<file path="src/rtl/tag_gen.sv">
module tag_gen #(
  parameter int TAG_LSB = 56
) (
  input  logic        clk,
  input  logic        rst_n,
  input  logic        req,
  input  logic        mode_rand,
  input  logic [63:0] ptr_in,
  input  logic [3:0]  imm,
  input  logic [15:0] op_excl,
  input  logic [15:0] ctl_excl,
  input  logic        ctl_rrnd,
  input  logic        st_we,
  input  logic [23:0] st_wd,
  output logic [23:0] st_rd,
  input  logic        ent_valid,
  input  logic [15:0] ent_data,
  input  logic        ent_fail,
  output logic        busy,
  output logic        done,
  output logic [3:0]  res_tag,
  output logic [63:0] res_ptr
);
  typedef enum logic [1:0] {S_IDLE, S_SEED, S_WALK} st_e;

  st_e         state;
  logic [23:0] st_q;
  logic [15:0] excl_q, seed_q;
  logic [63:0] ptr_q;
  logic [3:0]  cand, left;
  logic        chk_cur, mode_q, rrnd_q, done_q;
  logic [3:0]  tag_q;

  function automatic logic [19:0] step4(input logic [15:0] s);
    logic [15:0] v;
    logic [3:0]  o;
    logic        b;
    v = s;
    o = '0;
    for (int i = 0; i < 4; i++) begin
      b    = v[5] ^ v[3] ^ v[2] ^ v[0];
      v    = {b, v[15:1]};
      o[i] = b;
    end
    return {v, o};
  endfunction

  logic [15:0] ent_pick, step_src;
  logic [19:0] step_res;
  logic        ent_ok, seed_zero;

  assign ent_ok    = ent_fail || (ent_valid && ent_data != 16'd0);
  assign ent_pick  = ent_fail ? 16'd1 : ent_data;
  assign step_src  = (state == S_SEED) ? ent_pick : st_q[23:8];
  assign step_res  = step4(step_src);
  assign seed_zero = (st_q[23:8] == 16'd0);

  logic       allx, fin, fin_rand;
  logic [3:0] nxt, fin_tag;

  assign allx    = &excl_q;
  assign nxt     = cand + 4'd1;
  assign fin     = (state == S_WALK) &&
                   (allx || (chk_cur ? !excl_q[cand] : (!excl_q[nxt] && left == 4'd1)));
  assign fin_tag = allx ? 4'd0 : (chk_cur ? cand : nxt);
  assign fin_rand = fin && mode_q;

  always_ff @(posedge clk) begin
    if (!rst_n) begin
      state   <= S_IDLE;
      st_q    <= '0;
      excl_q  <= '0;
      seed_q  <= '0;
      ptr_q   <= '0;
      cand    <= '0;
      left    <= '0;
      chk_cur <= 1'b0;
      mode_q  <= 1'b0;
      rrnd_q  <= 1'b0;
      done_q  <= 1'b0;
      tag_q   <= '0;
    end else begin
      done_q <= 1'b0;
      if (fin_rand)
        st_q <= {seed_q, 4'd0, fin_tag};
      else if (st_we)
        st_q <= st_wd;
      case (state)
        S_IDLE: if (req) begin
          mode_q <= mode_rand;
          rrnd_q <= ctl_rrnd;
          ptr_q  <= ptr_in;
          if (mode_rand) begin
            excl_q <= op_excl | ctl_excl;
            cand   <= st_q[3:0];
            if (seed_zero && ctl_rrnd) begin
              state <= S_SEED;
            end else begin
              seed_q  <= step_res[19:4];
              left    <= step_res[3:0];
              chk_cur <= (step_res[3:0] == 4'd0);
              state   <= S_WALK;
            end
          end else begin
            excl_q  <= ctl_excl;
            cand    <= ptr_in[TAG_LSB+3:TAG_LSB];
            left    <= imm;
            chk_cur <= (imm == 4'd0);
            state   <= S_WALK;
          end
        end
        S_SEED: if (ent_ok) begin
          seed_q  <= step_res[19:4];
          left    <= step_res[3:0];
          chk_cur <= (step_res[3:0] == 4'd0);
          state   <= S_WALK;
        end
        S_WALK: begin
          if (fin) begin
            tag_q  <= fin_tag;
            done_q <= 1'b1;
            state  <= S_IDLE;
          end else if (chk_cur) begin
            cand <= nxt;
          end else begin
            cand <= nxt;
            if (!excl_q[nxt]) left <= left - 4'd1;
          end
        end
        default: state <= S_IDLE;
      endcase
    end
  end

  assign st_rd   = st_q;
  assign busy    = (state != S_IDLE);
  assign done    = done_q;
  assign res_tag = tag_q;

  always_comb begin
    res_ptr = ptr_q;
    res_ptr[TAG_LSB+3:TAG_LSB] = tag_q;
  end
endmodule

</file>
<file path="config.mk">
export PLATFORM = sky130hd
export DESIGN_NAME = tag_gen
export DESIGN_NICKNAME = d
export VERILOG_FILES = /design/src/rtl/tag_gen.sv
export SDC_FILE = /design/constraint.sdc
export NUM_CORES = 1
export LEC_CHECK = 0
export BUFFER_PORTS_ARGS = -buffer_cell sky130_fd_sc_hd__buf_2
export CAP_MARGIN = 20
export CORE_MARGIN = 4
export CORE_UTILIZATION = 53
export CTS_CLUSTER_SIZE = 20
export DETAILED_ROUTE_END_ITERATION = 12
export GPL_ROUTABILITY_DRIVEN = 0
export PLACE_DENSITY = 0.88
export SLEW_MARGIN = 25
export SYNTH_ARGS = -nofsm -noshare
export SYNTH_HDL_FRONTEND = slang
export SYNTH_SLANG_ARGS = --single-unit
</file>
<file path="constraint.sdc">
create_clock -name clk -period 4.7 [get_ports clk]
set_clock_uncertainty 0.15 [all_clocks]
set_input_delay 0.47 -clock clk [delete_from_list [all_inputs] [get_ports clk]]
set_output_delay 0.47 -clock clk [all_outputs]
set_load 0.05 [all_outputs]
</file>
==> results.sh <==
export IMPL_ys_seq_area_frac=0.414
export IMPL_crit_path_start="cand[0]"
export IMPL_die_h_um=118
export IMPL_synth_edf_count=0
export IMPL_grt_ovfl_total=0
export IMPL_maxSlewHeadroom=0.407
export IMPL_final_max_slew_viol_count=0
export IMPL_fill_cells=872
export IMPL_syn_to_final_growth_pct=27.7
export IMPL_status="completed"
export IMPL_yosys_warnings=0
export IMPL_dieArea_mm2=0.0139
export IMPL_drc_errors=0
export IMPL_start_util=0.551
export IMPL_synth_top_family_by_area="compound AO/OA/AOI/OAI gates"
export IMPL_synthAdderAreaFrac=0.0136
export IMPL_hp_start="ptr_in[17]"
export IMPL_path_max_fanout=24
export IMPL_synth_most_common_cell="nand2_1"
export IMPL_die_w_um=118
export IMPL_clock_sinks=133
export IMPL_grt_pass1_wl_um=30000
export IMPL_diodes=0
export IMPL_hpwl_um=13000
export IMPL_fmax_mhz=282
export IMPL_seq_area_mm2=0.00266
export IMPL_cap_violations=0
export IMPL_setup_viol_count_final=0
export IMPL_grt_max_degree=94
export IMPL_core_area_mm2=0.0117
export IMPL_synth_compound_area_share=0.211
export IMPL_tns_ns=0
export IMPL_vias_per_cell=5.76
export IMPL_clk_path_buf_depth=2
export IMPL_vias=6271
export IMPL_clockRootBuffer="clkbuf_16"
export IMPL_yosys_area_top_type_share=0.414
export IMPL_cp_start_kind="flop"
export IMPL_hold_viol=0
export IMPL_grt_pass1_vias=6090
export IMPL_post_cts_resized=0
export IMPL_total_power_w=0.00455
export IMPL_synthArstFlopShare=0
export IMPL_cp_end_kind="flop"
export IMPL_wl_um=18800
export IMPL_p_leak_nw=3.61
export IMPL_peakVddDrop_mv=0.348
export IMPL_drtAntennaViolNets=0
export IMPL_ys_types=56
export IMPL_hp_class="in -> reg"
export IMPL_worst_setup_path_type="reg -> reg"
export IMPL_yosys_area_share_simple=0.176
export IMPL_insertion_delay_ns=0.42
export IMPL_io_pins=242
export IMPL_worstPathArrival_ns=3.71
export IMPL_synth_top_area_cell="dfxtp_1"
export IMPL_rsz0062_at_grt="false"
export IMPL_synth_area_mm2=0.00642
export IMPL_cts_buffers=17
export IMPL_synth_avg_cell_area_um2=8.83
export IMPL_synthXorXnorAreaFrac=0.0317
export IMPL_multi_input_area_mm2=0.00342
export IMPL_port_buffer_count=241
export IMPL_rows=39
export IMPL_yosys_top_cells_area="dfxtp_1 41%, nand2_1 8.4%, a21oi_1 8.3%"
export IMPL_tightest_slew_ns=0.889
export IMPL_required_ns=4.86
export IMPL_track_usage=0.261
export IMPL_cts_hold_buf=0
export IMPL_ys_seq_elements=133
export IMPL_synth_area_mux_share=0.0985
export IMPL_power_density_mw_per_mm2=555
export IMPL_final_net_count=1087
export IMPL_layout_min_cycle_time_ns=3.55
export IMPL_post_cts_buffers=0
export IMPL_synthCells=728
export IMPL_drive_gt1_frac=0.354
export IMPL_post_route_period_util=0.756
export IMPL_syn_num_nets=883
export IMPL_drt_first_pass_iters=5
export IMPL_path_clk_slew_ns=0.06
export IMPL_drt_wirelength_per_cell_um=17.3
export IMPL_reg2reg_from="cand[0]"
export IMPL_antenna_found_initial=2
export IMPL_hold_ws_ns=0.127
export IMPL_htree_num_levels=4
export IMPL_synth_top_cells_by_count="143 x nand2_1, 133 x dfxtp_1, 107 x a21oi_1"
export IMPL_cts_tree="done"
export IMPL_drt_initial_drc_count=510
export IMPL_synth_ff_type="dfxtp_1"
[final cells by class]
type / instances / area share
Tap cell: 143 / 0.0218
Timing Repair Buffer: 247 / 0.153
Clock inverter: 13 / 0.0218
Clock buffer: 19 / 0.0552
Multi-Input combinational cell: 519 / 0.417
Sequential cell: 133 / 0.325
Inverter: 14 / 0.00656
[flip-flops by register name, indices dropped and copies added (netlist names)]
name	cells
st_rd	24
left	4
chk_cur	1
excl_q	16
seed_q	16
state	2
done	1
res_tag	4
mode_q	1
cand	4
ptr_q	60
[cells in the final DEF (no fill, tap or decap), types with 4 or more instances in the layout]
cell       instances
nand4_1            6
buf_2            241
mux2_2             4
o21ai_1            5
and3_1             4
bufinv_16          4
o21ai_0           24
nor2_1            27
mux4_2             8
nand2b_1           6
xnor2_1           14
nand3_1            7
inv_1             11
mux2i_1           37
nor4_2            15
a211oi_2          19
dfxtp_1          133
clkbuf_16         17
o211ai_1           4
a22oi_1           13
a211oi_1          15
ha_1               7
xor2_1             4
clkinv_2           6
buf_4              6
nor4_1            12
a21oi_1          106
nand2_1          142
[path summary, 6_finish.rpt]
path | end | slack (ns) | cells past startpoint
setup / recovery | st_rd[4] | 1.15 | 6
hold / removal | ptr_q[17] | 0.13 | 3
setup reg to reg | st_rd[4] | 1.15 | 6
hold reg to reg | ptr_q[23] | 0.30 | 2
[kinds of logic (layout without fill, tap and decap cells)]
family / count (synthesis) / count (layout)
DFF: 133 / 133
muxes: 51 / 51
buffers and inverters: 76 / 293
AOI/OAI and AO/OA: 207 / 207
adders and majority gates: 7 / 7
xor gates and xnor gates: 20 / 20
and+or+nand+nor: 234 / 234
[power breakdown]
part	switching, W	total [W]	leakage (nW)	internal, W
clock	0.000497	0.00141	0.313	0.000913
sequential	0.000172	0.00148	1.09	0.00131
combinational	0.00113	0.00166	2.20	0.000525
total	0.00180	0.00455	3.61	0.00275
[through the flow]
| stage | utilization | worst slack (ns) | instance area, um^2 | cells |
|---|---|---|---|---|
| finish | 0.703 | 1.15 | 8200 | 1088 |
| global placement | 0.649 | 1.28 | 7560 | 1056 |
| CTS | 0.703 | 1.15 | 8200 | 1088 |
| detailed placement | 0.649 | 1.13 | 7560 | 1056 |
| floorplan | - | 1.87 | 6420 | 728 |
| global route | 0.703 | 0.861 | 8200 | 1088 |
[layer usage]
| metal | up-vias | routed length, um | track usage |
|---|---|---|---|
| met2 | 353 | 9040 | 0.424 |
| met5 | - | 34 | 0 |
| met1 | 2862 | 7310 | 0.313 |
| met4 | 4 | 476 | 0.103 |
| met3 | 51 | 1950 | 0.0995 |
| li1 | 3001 | - | - |
[critical path: stages, from the launching register on]
cell	delay, ns
dfxtp_1	0.70
ha_1	0.40
mux4_2	0.54
mux4_2	0.53
o31ai_4	0.40
nand3_4	0.39
and3_1	0.33
(Power assumes the default switching activity.)
